## config.mk

```make
export PLATFORM = sky130hd
export DESIGN_NAME = gpio_pin_ctrl
export DESIGN_NICKNAME = d
export VERILOG_FILES = /design/src/rtl/gpio_pin_pkg.sv /design/src/rtl/gpio_fn_select.sv /design/src/rtl/gpio_pad_drive.sv /design/src/rtl/gpio_in_edge.sv /design/src/rtl/gpio_pin_ctrl.sv
export SDC_FILE = /design/constraint.sdc
export NUM_CORES = 1
export LEC_CHECK = 0
export CAP_MARGIN = 20
export CELL_PAD_IN_SITES_DETAIL_PLACEMENT = 1
export CELL_PAD_IN_SITES_GLOBAL_PLACEMENT = 2
export CORE_MARGIN = 2
export CORE_UTILIZATION = 18
export DETAILED_ROUTE_END_ITERATION = 8
export HOLD_SLACK_MARGIN = 0.12
export PLACE_DENSITY_LB_ADDON = 0.1
export SYNTH_ARGS = -nofsm -noshare
export SYNTH_HDL_FRONTEND = slang
export SYNTH_SLANG_ARGS = --single-unit
```

## constraint.sdc

```tcl
create_clock -name clk -period 3.29 [get_ports clk]
set_input_delay 0.4935 -clock clk [delete_from_list [all_inputs] [get_ports clk]]
set_output_delay 0.4935 -clock clk [all_outputs]
set_load 0.005 [all_outputs]
```

## src/rtl/gpio_pin_pkg.sv

```systemverilog
package gpio_pin_pkg;

  typedef enum logic [1:0] {
    PWR_OFF   = 2'b00,
    PWR_ON    = 2'b01,
    PWR_SLEEP = 2'b10,
    PWR_TRANS = 2'b11
  } pwr_state_e;

  localparam int FN_W = 4;

  localparam logic [FN_W-1:0] FN_EXT_EN1   = 4'hA;
  localparam logic [FN_W-1:0] FN_EXT_EN2   = 4'hB;
  localparam logic [FN_W-1:0] FN_SUPPLY_OK = 4'hC;
  localparam logic [FN_W-1:0] FN_CONV_OK   = 4'hD;
  localparam logic [FN_W-1:0] FN_CLK_OUT   = 4'hE;
  localparam logic [FN_W-1:0] FN_AUX_RST   = 4'hF;

endpackage

```

## src/rtl/gpio_fn_select.sv

```systemverilog
module gpio_fn_select
  import gpio_pin_pkg::*;
(
  input  logic            clk,
  input  logic            rst_n,
  input  logic [FN_W-1:0] fn_sel,
  input  logic            ext_en1,
  input  logic            ext_en2,
  input  logic            supply_ok,
  input  logic            conv_ok,
  input  logic            clk2m,
  input  logic            reset_flag,
  input  logic [1:0]      pwr_state,
  input  logic            rst_in_sleep,
  output logic            fn_level
);

  pwr_state_e state;
  logic       conv_allowed;
  logic       aux_rst;
  logic       clk_gate;

  always_comb begin
    state        = pwr_state_e'(pwr_state);
    conv_allowed = (state == PWR_ON) || (state == PWR_SLEEP);
    clk_gate     = ext_en1 | ext_en2;
    aux_rst      = reset_flag
                 | (state == PWR_OFF)
                 | ((state == PWR_SLEEP) & rst_in_sleep);
  end

  always_comb begin
    case (fn_sel)
      FN_EXT_EN1:   fn_level = ext_en1;
      FN_EXT_EN2:   fn_level = ext_en2;
      FN_SUPPLY_OK: fn_level = supply_ok;
      FN_CONV_OK:   fn_level = conv_ok & conv_allowed;
      FN_CLK_OUT:   fn_level = clk2m & clk_gate;
      FN_AUX_RST:   fn_level = aux_rst;
      default:      fn_level = 1'b0;
    endcase
  end

  // clock function stays low without an external enable
  assert_clk_gated_R7: assert property (@(posedge clk) disable iff (!rst_n)
    (fn_sel == FN_CLK_OUT && !ext_en1 && !ext_en2) |-> !fn_level);

  // converter-good is suppressed outside ON and SLEEP
  assert_conv_state_R8: assert property (@(posedge clk) disable iff (!rst_n)
    (fn_sel == FN_CONV_OK && pwr_state[1] == pwr_state[0]) |-> !fn_level);

  // auxiliary reset always asserted in OFF
  assert_aux_off_R9: assert property (@(posedge clk) disable iff (!rst_n)
    (fn_sel == FN_AUX_RST && pwr_state == 2'b00) |-> fn_level);

endmodule

```

## src/rtl/gpio_pad_drive.sv

```systemverilog
module gpio_pad_drive (
  input  logic clk,
  input  logic rst_n,
  input  logic fn_level,
  input  logic pol,
  input  logic od,
  input  logic dir_out,
  input  logic ena,
  input  logic pu_req,
  input  logic pd_req,
  output logic pad_out,
  output logic pad_oe,
  output logic pu_en,
  output logic pd_en
);

  logic drive_level;
  logic drive_on;

  always_comb begin
    drive_level = pol ? fn_level : ~fn_level;
    drive_on    = ena & dir_out;
    if (od) begin
      pad_out = 1'b0;
      pad_oe  = drive_on & ~drive_level;
    end else begin
      pad_out = drive_level;
      pad_oe  = drive_on;
    end
    pu_en = ena & pu_req & ~pd_req;
    pd_en = ena & pd_req;
  end

  // disabled pin neither drives nor pulls
  assert_tristate_R3: assert property (@(posedge clk) disable iff (!rst_n)
    !ena |-> (!pad_oe && !pu_en && !pd_en));

  // input direction never drives
  assert_input_no_drive_R4: assert property (@(posedge clk) disable iff (!rst_n)
    !dir_out |-> !pad_oe);

  // open-drain never drives a high level
  assert_od_low_only_R5: assert property (@(posedge clk) disable iff (!rst_n)
    od |-> !pad_out);

  // pull-up and pull-down are never both on
  assert_pull_exclusive_R6: assert property (@(posedge clk) disable iff (!rst_n)
    $countones({pu_en, pd_en}) <= 1);

endmodule

```

## src/rtl/gpio_in_edge.sv

```systemverilog
module gpio_in_edge #(
  parameter int SYNC_STAGES = 2
) (
  input  logic clk,
  input  logic rst_n,
  input  logic pad_in,
  input  logic ena,
  input  logic pol,
  input  logic irq_both,
  input  logic irq_clr,
  output logic in_level,
  output logic irq_pulse,
  output logic irq_status
);

  localparam int LAST = SYNC_STAGES - 1;

  logic [SYNC_STAGES-1:0] sync_d, sync_q;
  logic                   prev_d, prev_q;
  logic                   status_d, status_q;
  logic                   synced, rise, fall;

  // next-state for synchronizer chain, held while disabled
  for (genvar g = 0; g < SYNC_STAGES; g++) begin : g_sync
    if (g == 0) begin : g_first
      always_comb sync_d[g] = ena ? pad_in : sync_q[g];
    end else begin : g_rest
      always_comb sync_d[g] = ena ? sync_q[g-1] : sync_q[g];
    end
  end

  always_comb begin
    synced    = sync_q[LAST];
    prev_d    = ena ? synced : prev_q;
    rise      = synced & ~prev_q;
    fall      = ~synced & prev_q;
    irq_pulse = ena & (irq_both ? (rise | fall) : (pol ? rise : fall));
    if (irq_pulse)    status_d = 1'b1;
    else if (irq_clr) status_d = 1'b0;
    else              status_d = status_q;
    in_level   = ena & (pol ? synced : ~synced);
    irq_status = status_q;
  end

  always_ff @(posedge clk or negedge rst_n) begin
    if (!rst_n) begin
      sync_q   <= '0;
      prev_q   <= 1'b0;
      status_q <= 1'b0;
    end else begin
      sync_q   <= sync_d;
      prev_q   <= prev_d;
      status_q <= status_d;
    end
  end

  // a pulse always leaves the status set
  assert_status_set_R12: assert property (@(posedge clk) disable iff (!rst_n)
    irq_pulse |=> irq_status);

  // a clear without a competing pulse empties the status
  assert_status_clr_R12: assert property (@(posedge clk) disable iff (!rst_n)
    (irq_clr && !irq_pulse) |=> !irq_status);

  // no interrupt and no level from a disabled pin
  assert_disabled_quiet_R3: assert property (@(posedge clk) disable iff (!rst_n)
    !ena |-> (!irq_pulse && !in_level));

  // status only rises after a pulse
  assert_status_cause_R12: assert property (@(posedge clk) disable iff (!rst_n)
    $rose(irq_status) |-> $past(irq_pulse));

endmodule

```

## src/rtl/gpio_pin_ctrl.sv

```systemverilog
module gpio_pin_ctrl
  import gpio_pin_pkg::*;
#(
  parameter int SYNC_STAGES = 2
) (
  input  logic            clk,
  input  logic            rst_n,
  input  logic [FN_W-1:0] cfg_fn,
  input  logic            cfg_dir_out,
  input  logic            cfg_pol,
  input  logic            cfg_od,
  input  logic            cfg_pu_req,
  input  logic            cfg_pd_req,
  input  logic            cfg_ena,
  input  logic            cfg_irq_both,
  input  logic            cfg_rst_in_sleep,
  input  logic            src_ext_en1,
  input  logic            src_ext_en2,
  input  logic            src_supply_ok,
  input  logic            src_conv_ok,
  input  logic            src_clk2m,
  input  logic            src_reset,
  input  logic [1:0]      pwr_state,
  input  logic            pad_in,
  input  logic            irq_clr,
  output logic            pad_out,
  output logic            pad_oe,
  output logic            pull_up_en,
  output logic            pull_dn_en,
  output logic            in_level,
  output logic            irq_pulse,
  output logic            irq_status
);

  logic fn_level;

  gpio_fn_select u_fn_select (
    .clk          (clk),
    .rst_n        (rst_n),
    .fn_sel       (cfg_fn),
    .ext_en1      (src_ext_en1),
    .ext_en2      (src_ext_en2),
    .supply_ok    (src_supply_ok),
    .conv_ok      (src_conv_ok),
    .clk2m        (src_clk2m),
    .reset_flag   (src_reset),
    .pwr_state    (pwr_state),
    .rst_in_sleep (cfg_rst_in_sleep),
    .fn_level     (fn_level)
  );

  gpio_pad_drive u_pad_drive (
    .clk      (clk),
    .rst_n    (rst_n),
    .fn_level (fn_level),
    .pol      (cfg_pol),
    .od       (cfg_od),
    .dir_out  (cfg_dir_out),
    .ena      (cfg_ena),
    .pu_req   (cfg_pu_req),
    .pd_req   (cfg_pd_req),
    .pad_out  (pad_out),
    .pad_oe   (pad_oe),
    .pu_en    (pull_up_en),
    .pd_en    (pull_dn_en)
  );

  gpio_in_edge #(
    .SYNC_STAGES (SYNC_STAGES)
  ) u_in_edge (
    .clk        (clk),
    .rst_n      (rst_n),
    .pad_in     (pad_in),
    .ena        (cfg_ena),
    .pol        (cfg_pol),
    .irq_both   (cfg_irq_both),
    .irq_clr    (irq_clr),
    .in_level   (in_level),
    .irq_pulse  (irq_pulse),
    .irq_status (irq_status)
  );

endmodule

```

-- Word level (Yosys, flattened, before mapping)
Cells that the tools add are included.
- flip-flop bits (word level): 4
- logic and storage cells: 44
- input bits: 24
- eq/ne operators: 8
- bitwise operators: 21
- muxes and demuxes: 9
- reductions and logical operators: 3
- operator list (kind ; count):
    equality test 4 bit (second input constant) ; 6
    AND 1 bit ; 12
    two-way mux 1 bit ; 8
    case mux 1 bit (6 select lines) ; 1
    inverter 1 bit ; 5
    bitwise OR 1 bit ; 4
    equality test 2 x 1 -> 1 bit (second input constant) ; 1
    equality test 2 bit (second input constant) ; 1
    zero test 2 bit ; 1
    nonzero test 2 bit ; 1
    logical OR 1 bit ; 1

-- Longest topological paths before layout
Gate-level depths: netlist of the first run.
- depth after elaboration: 9
- gate-level depth with buffers: 6
- depth with buffers taken out: 6

-- Modules after synthesis
Synthesis of the first run repeated with hierarchy kept, for this count alone.
- cell total of the unflattened synthesis: 43
- area, all modules: 372.9 um2
- by module, submodules not included (module ; cells each ; area each (um2) ; sequential area each (um2) ; instances):
    gpio_in_edge ; 21 ; 216.5 ; 100.1 ; 1
    gpio_fn_select ; 15 ; 118.9 ; 0.0 ; 1
    gpio_pad_drive ; 7 ; 37.5 ; 0.0 ; 1

-- Least setup slack after synthesis of the first run
OpenSTA, ideal clock, no wires.
- path type: input to output
- start point: input port pwr_state[0]
- end point: output port pad_out
- setup slack: 1.171 ns
- data required time: 2.796 ns
- arrival time: 1.626 ns
- stages on the path: 6
- cell sequence: inv_1 -> ha_1 -> nand3_1 -> a211o_1 -> a31o_1 -> mux2_4
- longest elaborated chain between the ends: 7
- elaborated cells on any way between the ends: 12
- those cells by class: eq/ne: 2; mux: 3; bitwise: 5; reduce/logical: 2
- ends and longest elaborated chain (what ; RTL line ; RTL):
    from (decl) ; gpio_pin_ctrl.sv:23 ; input logic [1:0] pwr_state,
    equality test 2 bit (tied with other cells) ; gpio_fn_select.sv:25, gpio_fn_select.sv:29 ;
    AND 1 bit (tied with other cells) ; gpio_fn_select.sv:29 ; | ((state == PWR_SLEEP) & rst_in_sleep);
    bitwise OR 1 bit / AND 1 bit (equally long branches) ; gpio_fn_select.sv:29, gpio_fn_select.sv:37 ;
    case mux 1 bit (6 select lines) (*) ; gpio_fn_select.sv:33 ; case (fn_sel)
    inverter 1 bit ; gpio_pad_drive.sv:21 ; drive_level = pol ? fn_level : ~fn_level;
    two-way mux 1 bit (*) ; gpio_pad_drive.sv:21 ;
    two-way mux 1 bit (*) ; gpio_pad_drive.sv:23 ; if (od) begin
    to (decl) ; gpio_pin_ctrl.sv:26 ; output logic pad_out,
Every way passes the cells marked *; elsewhere a longest branch is shown, timed or not.

-- Final worst setup path of the first run
- start point: input port pwr_state[1]
- end point: output port pad_out
Same word-level chain as after synthesis.

==> impl_metrics.py, run 1 <==
metrics = {
    "route": {
        "wl_um": 1200,
        "ant_nets": 0,
        "drt_first_iter_violations": 0,
        "first_pass_iters": 1,
        "routed_via_density": 4.37,
        "vias": 489,
        "wl_met3_um": 74,
        "drc": 0,
        "met2_wirelength_um": 581,
        "top_layer": "met4",
        "wl_met1_um": 520,
        "routedWlPerCell_um": 10.7,
    },
    "yosys": {
        "synth_top_area_cell": "dfrtp_1",
        "yosysSeqAreaShare": 0.230,
        "ys_types": 27,
        "yosys_register_bits": 4,
        "synthTopCellsByArea": "dfrtp_1 (23%), ha_1 (11%), mux2_2 (7.8%)",
        "synth_top_area_frac": 0.230,
        "synth_area_per_cell_um2": 8.22,
        "ys.warnings.count": 0,
        "synth_cells": 53,
        "syn_area_um2": 435,
        "syn_nets": 81,
    },
    "final_layout": {
        "drive_gt1_frac": 0.0952,
        "area_growth_pct": 81.6,
        "fill_cells": 290,
        "final_common_cell": "clkdlybuf4s50_1",
        "post-route-util": 0.351,
        "final_cell_mix": "clkdlybuf4s50_1 (30), inv_1 (7), nand2_1 (4), ha_1 (4), dfrtp_1 (4)",
        "finalNetCount": 114,
        "n_antenna_cell": 0,
    },
    "worst_setup_path": {
        "slowest_delay_ns": 0.48,
        "rrSetupSlack_ns": 1.92,
        "cp_slowest_cell": "clkdlybuf4s50_1",
        "cp.depth": 8,
        "arrival_ns": 2.65,
        "worst-path-max-fanout": 3,
        "cp-endpoint": "pad_out",
        "reg2reg_from": "u_in_edge.sync_q[1]",
        "critPathTopFamily": "buffers and inverters",
        "timing.rr.end": "u_in_edge.irq_status",
        "crit_start": "pwr_state[1]",
        "crit_buf_inv": 3,
        "cp-start-kind": "primary input",
        "cp.required_ns": 2.80,
        "end_kind": "output pin",
        "path_common_cell": "clkdlybuf4s50_1",
        "cp_cell_sequence": "clkdlybuf4s50_1, inv_1, ha_1, nand3_1, a211o_1, a31o_1, mux2_4, clkdlybuf4s50_1",
        "critPathKind": "primary input to output pin",
        "reg2reg_depth": 5,
    },
    "timing": {
        "fmax_ghz": 0.318,
        "slew_headroom": 0.786,
        "timing.final.max_slew_violations": 0,
        "clock_skew_ns": 0.00499,
        "rsz0062_at_grt": "false",
        "finalCritPeriodShare": 0.955,
        "hold_viol_final": 0,
        "final-setup-viol-count": 0,
        "fin_crit_ns": 3.14,
        "worstMarginPinSlew_ns": 0.320,
        "setup_tns_ns": 0,
    },
    "global_routing": {
        "grt_usage": 0.0943,
        "grt_pass1_wl_um": 1980,
        "grt_max_degree": 11,
        "grt_overflow": 0,
        "antenna_found_initial": 0,
        "grt_pass1_vias": 492,
    },
    "cts": {
        "root_buffer": "clkbuf_4",
        "post_cts_buffers": 0,
        "clkSlewWorstSetupHoldPaths_ns": 0.04,
        "clock_sinks": 4,
        "cts-htree-levels": 1,
        "cts_buffer_depth": 2,
        "holdBufCountCts": 0,
        "numCtsBuffers": 3,
        "cts_tree": "yes",
        "insertion_delay_ns": 0.24,
    },
    "hold_path": {
        "hp-class": "primary input to asynchronous set/reset pin",
    },
    "pwr": {
        "p_leak_nw": 0.344,
        "power_density_nw_per_um2": 263,
        "peakVddDrop_v": 0.000202,
    },
    "placed_design": {
        "io_buffers": 30,
        "gp_congestion": 0.630,
        "dp.final_hpwl_um": 998,
    },
    "die": {
        "num_io_pins": 31,
        "die_y_um": 53.2,
        "rows": 17,
        "core_um2": 2250,
        "die_area_um2": 2830,
        "initial_core_util": 0.193,
        "fp.dieW_um": 53.2,
    },
    "outcome": {
        "run_status": "finished clean",
    },
    "flow_run": {
        "drv_cap": 0,
    },
}
-- final cells by class --
class	instances	area (µm²)	area share
Clock buffer	3	22.5	0.0285
Multi-Input combinational cell	40	307	0.388
Tap cell	28	35.0	0.0443
Timing Repair Buffer	30	300	0.380
Inverter	7	26.3	0.0332
Sequential cell	4	100	0.127
-- layer usage --
layer,track usage,vias to the layer above
li1,-,249
met1,0.109,223
met2,0.167,15
met3,0.0113,2
met4,0.0513,0
met5,0,-
-- power by group --
| group | internal [W] | switching (W) |
|---|---|---|
| Clock | 0.0000408 | 0.0000205 |
| Sequential | 0.0000559 | 0.00000438 |
| Combinational | 0.0000569 | 0.0000297 |
| Total | 0.000154 | 0.0000545 |
-- cells in the mapped netlist (all sizes together) --
library cell / count
a41o: 1
xnor2: 1
dfrtp: 4
a211o: 1
mux2: 4
a21o: 1
o22a: 1
o211a: 1
nand3: 3
o21ai: 3
and2: 2
nor4bb: 1
inv: 7
nor2b: 1
o22ai: 1
nand2: 4
a211oi: 1
nor3: 1
nand2b: 2
nand3b: 2
nor2: 2
ha: 4
o211ai: 1
a31o: 1
a21oi: 1
clkbuf: 2
-- cell families (layout without fill, tap and decap cells) --
group,Yosys count,after routing,share of synthesized area
fa+ha+maj,4,4,0.115
simple gates,18,18,0.227
xor+xnor,1,1,0.0201
buf+inv,9,40,0.0776
mux,4,4,0.112
compound gates,13,13,0.218
flops,4,4,0.230
-- sequential cells by signal, summed over array words and instances, names as in the netlist --
name,flops
u_in_edge.irq_status,1
u_in_edge.prev_q,1
u_in_edge.sync_q,2
-- worst min path at each step --
stage / startpoint / endpoint / cells past startpoint
6_report: rst_n / u_in_edge.prev_q / 1
5_1_grt: rst_n / u_in_edge.prev_q / 1
4_1_cts: rst_n / u_in_edge.irq_status / 1
3_5_place_dp: u_in_edge.irq_status / u_in_edge.irq_status / 1
3_3_place_gp: u_in_edge.irq_status / u_in_edge.irq_status / 1
2_1_floorplan: rst_n / u_in_edge.irq_status / 0
-- timing repair --
action,CTS,global route
endpoints found under the setup margin,0,1
endpoints found under the hold margin,0,0
resized for setup,0,1
-- through the flow --
stage	instance area (µm²)	worst slack, ns	hold WS [ns]	instances	power (W)
after floorplan	435	1.17	0.198	53	0.0000947
after global placement	763	0.156	0.480	109	0.000147
after detailed placement	763	0.151	0.472	109	0.000148
after CTS	786	0.136	0.441	112	0.000214
final	791	0.147	0.450	112	0.000208
after global routing	791	0.0667	0.444	112	0.000226
Power figures use the tool's default switching activity.
==> run 2: changes to the inputs <==
Settings changed: CAP_MARGIN 20 to 5, CORE_UTILIZATION 18 to 16, CTS_BUF_LIST set to sky130_fd_sc_hd__clkbuf_16, SYNTH_HIERARCHICAL set to 1.
==> impl_metrics.py, run 2 <==
metrics = {
    "global_routing": {
        "busiest_layer": "met2",
        "grtUsageMet1": 0.115,
        "grt_max_degree": 12,
        "antenna_found_initial": 0,
        "grt_usage": 0.0940,
        "grt_overflow": 0,
        "grt_pass1_vias": 428,
        "use_met3": 0.0400,
        "grt_pass1_wl_um": 1810,
        "met2_usage": 0.131,
    },
    "yosys": {
        "syn_nets": 71,
        "synthArstFlopShare": 1.00,
        "ys_types": 21,
        "synth_top_area_frac": 0.268,
        "ys.warnings.count": 6,
        "synth_common_cells": "inv_1 (6), nand2_1 (6), dfrtp_1 (4), ha_1 (4), and2_1 (3)",
        "synthTopCellsByArea": "dfrtp_1 (27%), ha_1 (13%), inv_1 (6.0%)",
        "synth_top_area_cell": "dfrtp_1",
        "synth_area_per_cell_um2": 8.67,
        "yosysSeqAreaShare": 0.268,
        "synth_edf_count": 0,
        "syn_area_um2": 373,
        "synth_cells": 43,
        "yosys_register_bits": 4,
        "ys.flop_type": "dfrtp_1",
    },
    "timing": {
        "finalCritPeriodShare": 0.930,
        "slew_headroom": 0.779,
        "setup_tns_ns": 0,
        "setup_ws_ns": 0.229,
        "final-setup-viol-count": 0,
        "fmax_ghz": 0.327,
        "rsz0062_at_grt": "false",
        "worstMarginPinSlew_ns": 0.331,
        "hold_viol_final": 0,
        "fin_crit_ns": 3.06,
        "timing.final.max_slew_violations": 0,
        "clock_skew_ns": 0.00152,
    },
    "hold_path": {
        "hp-class": "flip-flop to flip-flop",
        "holdCritStartpoint": "u_in_edge/sync_q[0]",
    },
    "route": {
        "wl_um": 1110,
        "routed_via_density": 4.08,
        "ant_nets": 0,
        "drc": 0,
        "routedWlPerCell_um": 10.6,
        "drt_first_iter_violations": 3,
        "vias": 424,
        "first_pass_iters": 2,
    },
    "cts": {
        "root_buffer": "clkbuf_16",
        "clock_sinks": 4,
        "numCtsBuffers": 3,
        "cts-htree-levels": 1,
        "holdBufCountCts": 0,
        "cts_buffer_depth": 2,
        "clkSlewWorstSetupHoldPaths_ns": 0.03,
        "insertion_delay_ns": 0.22,
        "cts_tree": "yes",
    },
    "die": {
        "die_area_um2": 2730,
        "rows": 17,
        "num_io_pins": 31,
        "core_um2": 2210,
        "fp.dieW_um": 52.3,
        "initial_core_util": 0.169,
        "die_y_um": 52.3,
    },
    "final_layout": {
        "n_antenna_cell": 0,
        "post-route-util": 0.356,
        "final_cell_mix": "clkdlybuf4s50_1 (30), inv_1 (6), nand2_1 (6)",
        "fill_cells": 262,
        "area_growth_pct": 111,
        "largest_register_ffs": 2,
        "finalNetCount": 106,
        "final_common_cell": "clkdlybuf4s50_1",
        "drive_gt1_frac": 0.105,
        "stdcell_count": 104,
        "largest_register": "u_in_edge/sync_q",
    },
    "placed_design": {
        "gp_congestion": 0.642,
        "dp_slack_ns": 0.153,
        "dp.final_hpwl_um": 912,
        "io_buffers": 30,
        "dpl.cell_count": 101,
    },
    "worst_setup_path": {
        "cp_cell_sequence": "clkdlybuf4s50_1, inv_1, ha_1, a211oi_2, o211ai_2, a32o_2, xnor2_1, nor2b_1, clkdlybuf4s50_1",
        "reg2reg_from": "u_in_edge/sync_q[1]",
        "critPathKind": "primary input to output pin",
        "critPathTopFamily": "buffers and inverters",
        "path_common_cell": "clkdlybuf4s50_1",
        "arrival_ns": 2.57,
        "crit_buf_inv": 3,
        "cp.required_ns": 2.80,
        "cp-start-kind": "primary input",
        "end_kind": "output pin",
        "slowest_delay_ns": 0.51,
        "worst-path-max-fanout": 2,
        "crit_start": "pwr_state[1]",
        "cp_slowest_cell": "clkdlybuf4s50_1",
    },
    "outcome": {
        "run_status": "finished clean",
    },
    "pwr": {
        "p_total_w": 0.000332,
        "power_density_nw_per_um2": 421,
        "peakVddDrop_v": 0.000275,
        "p_leak_nw": 0.342,
    },
    "flow_run": {
        "drv_cap": 0,
    },
}
==> run 2: report_power, final <==
group          switching (W)  internal, W  leakage (nW)
sequential        0.00000406    0.0000559        0.0488
combinational      0.0000272    0.0000551         0.256
clock              0.0000342     0.000155        0.0370
==> run 2: worst paths after layout <==
path                                        end  slack [ns]  cells after the start
setup / recovery                        pad_out        0.23                      9
hold / removal              u_in_edge/sync_q[1]        0.47                      2
setup reg to reg           u_in_edge/irq_status        1.90                      5
hold reg to reg             u_in_edge/sync_q[1]        0.47                      2
max in group asynchronous   u_in_edge/sync_q[1]        2.64                      1
min in group asynchronous  u_in_edge/irq_status        0.48                      1
==> run 2: what timing repair did <==
item                                    CTS  global route
hold endpoints to repair                  0             0
endpoints found under the setup margin    0             1
gates resized for setup                   0             1
setup buffers                             0             0
==> run 2: area by class of cell <==
type,count,area (µm²),area share
inverter,6,22.5,0.0286
multi-input combinational,33,255,0.324
timing repair buffer,30,300,0.381
sequential,4,100,0.127
clock buffer,3,75.1,0.0952
tap,28,35.0,0.0444
==> run 2: routing by layer <==
layer  vias up  share of wire
met3         2           0.13
met1       183           0.44
met2        23           0.42
met4         0         0.0072
li1        216              -
met5         -              0
==> run 2: cell families after synthesis <==
| group | after synthesis | share of synthesized area |
|---|---|---|
| compound gates | 10 | 0.211 |
| xor+xnor | 2 | 0.0470 |
| fa+ha+maj | 4 | 0.134 |
| buf+inv | 6 | 0.0604 |
| flops | 4 | 0.268 |
| mux | 2 | 0.0570 |
| simple gates | 15 | 0.221 |
==> run 2: stage by stage <==
stage,hold slack [ns],instance area [µm²]
6_report,0.475,788
3_5_place_dp,0.474,708
5_1_grt,0.498,788
2_1_floorplan,0.198,373
4_1_cts,0.481,783
3_3_place_gp,0.474,708
==> run 2: worst register-to-register path, cell delays in order, from the launching register on <==
cell     delay (ns)
dfrtp_1        0.39
inv_1          0.08
ha_1           0.19
nor2b_1        0.12
a211o_1        0.25
a32o_1         0.25
==> run 3: changes to the inputs <==
Settings changed: CORE_UTILIZATION 16 to 18, HOLD_SLACK_MARGIN 0.12 to not set, SYNTH_HIERARCHICAL 1 to not set.
==> impl_metrics.py, run 3 (synthesized netlist as in run 1, its figures left out) <==
metrics = {
    "die": {
        "initial_core_util": 0.193,
        "num_io_pins": 31,
        "fp.dieW_um": 53.2,
        "core_um2": 2250,
        "rows": 17,
        "die_y_um": 53.2,
        "die_area_um2": 2830,
    },
    "final_layout": {
        "fill_cells": 281,
        "n_antenna_cell": 0,
        "drive_gt1_frac": 0.0952,
        "stdcell_count": 112,
        "largest_register_ffs": 2,
        "area_growth_pct": 93.7,
        "stdcell_area_um2": 843,
        "finalNetCount": 114,
        "largest_register": "u_in_edge.sync_q",
        "final_common_cell": "clkdlybuf4s50_1",
        "final_cell_mix": "clkdlybuf4s50_1 (30), inv_1 (7), nand2_1 (4), ha_1 (4), dfrtp_1 (4)",
    },
    "placed_design": {
        "gp_congestion": 0.630,
        "placed_area_um2": 763,
        "dp.final_hpwl_um": 998,
        "io_buffers": 30,
        "dpl.cell_count": 109,
    },
    "global_routing": {
        "grt_max_degree": 11,
        "grt_usage": 0.0943,
        "antenna_found_initial": 0,
        "grt_overflow": 0,
        "grt_pass1_wl_um": 2040,
        "grt_pass1_vias": 509,
    },
    "cts": {
        "cts_tree": "yes",
        "root_buffer": "clkbuf_16",
        "post_cts_buffers": 0,
        "cts_buffer_depth": 2,
        "numCtsBuffers": 3,
        "clkSlewWorstSetupHoldPaths_ns": 0.03,
        "holdBufCountCts": 0,
        "insertion_delay_ns": 0.22,
        "clock_sinks": 4,
        "cts-htree-levels": 1,
    },
    "hold_path": {
        "hp-class": "primary input to asynchronous set/reset pin",
    },
    "timing": {
        "worstMarginPinSlew_ns": 0.317,
        "fin_crit_ns": 3.14,
        "finalCritPeriodShare": 0.955,
        "hold_viol_final": 0,
        "slew_headroom": 0.788,
        "fmax_ghz": 0.318,
        "final-setup-viol-count": 0,
        "clock_skew_ns": 0.00126,
        "fin_worst_hold_slack_ns": 0.470,
        "timing.final.max_slew_violations": 0,
        "setup_tns_ns": 0,
        "rsz0062_at_grt": "false",
    },
    "worst_setup_path": {
        "rrSetupSlack_ns": 1.91,
        "cp-start-kind": "primary input",
        "arrival_ns": 2.65,
        "end_kind": "output pin",
        "critPathKind": "primary input to output pin",
        "cp.required_ns": 2.80,
        "worst-path-max-fanout": 3,
    },
    "flow_run": {
        "drv_cap": 0,
    },
    "route": {
        "first_pass_iters": 1,
        "ant_nets": 0,
        "routed_via_density": 4.33,
        "drc": 0,
        "wl_um": 1240,
        "drt_first_iter_violations": 0,
        "routedWlPerCell_um": 11.1,
        "vias": 485,
    },
    "pwr": {
        "power_density_nw_per_um2": 396,
        "p_total_w": 0.000334,
        "peakVddDrop_v": 0.000403,
        "p_leak_nw": 0.367,
    },
    "outcome": {
        "run_status": "finished clean",
    },
}
run 3: timing repair:
action                     CTS  global route
gates resized for setup      0             1
setup endpoints to repair    0             1
hold endpoints to repair     0             0
run 3: cell type report:
cell class	count	area (µm²)	area share
sequential	4	100	0.119
inverter	7	26.3	0.0312
multi-input combinational	40	307	0.364
clock buffer	3	75.1	0.0890
timing repair buffer	30	300	0.356
tap	28	35.0	0.0415
run 3: worst paths after layout:
path	from	endpoint	cells past startpoint
worst max-delay path	pwr_state[1]	pad_out	8
worst min-delay path	rst_n	u_in_edge.sync_q[1]	1
worst max register to register	u_in_edge.sync_q[1]	u_in_edge.irq_status	5
worst min register to register	u_in_edge.irq_status	u_in_edge.irq_status	1
max in group asynchronous	rst_n	u_in_edge.irq_status	1
min in group clk	u_in_edge.irq_status	u_in_edge.irq_status	1
run 3: metal layers:
metal,share of wire,track usage,vias to the layer above
li1,-,-,249
met1,0.44,0.109,223
met2,0.50,0.177,13
met3,0.060,0.0141,0
met4,0,0.0256,0
met5,0,0,-
run 3: where the power goes:
group	switching [W]	total, W	leakage (nW)	internal, W
logic	0.0000300	0.0000869	0.281	0.0000569
registers	0.00000459	0.0000606	0.0488	0.0000560
clock network	0.0000315	0.000187	0.0370	0.000155
total	0.0000661	0.000334	0.367	0.000268
run 3: worst max-delay path, stage by stage:
cell	delay [ns]
clkdlybuf4s50_1	0.48
inv_1	0.05
ha_1	0.27
nand3_1	0.08
a211o_1	0.33
a31o_1	0.21
mux2_4	0.29
clkdlybuf4s50_1	0.44
run 3: through the flow:
stage	utilization	setup slack, ns
2_1_floorplan	-	1.17
3_3_place_gp	0.339	0.156
3_5_place_dp	0.339	0.151
4_1_cts	0.372	0.136
5_1_grt	0.374	0.0667
6_report	0.374	0.147
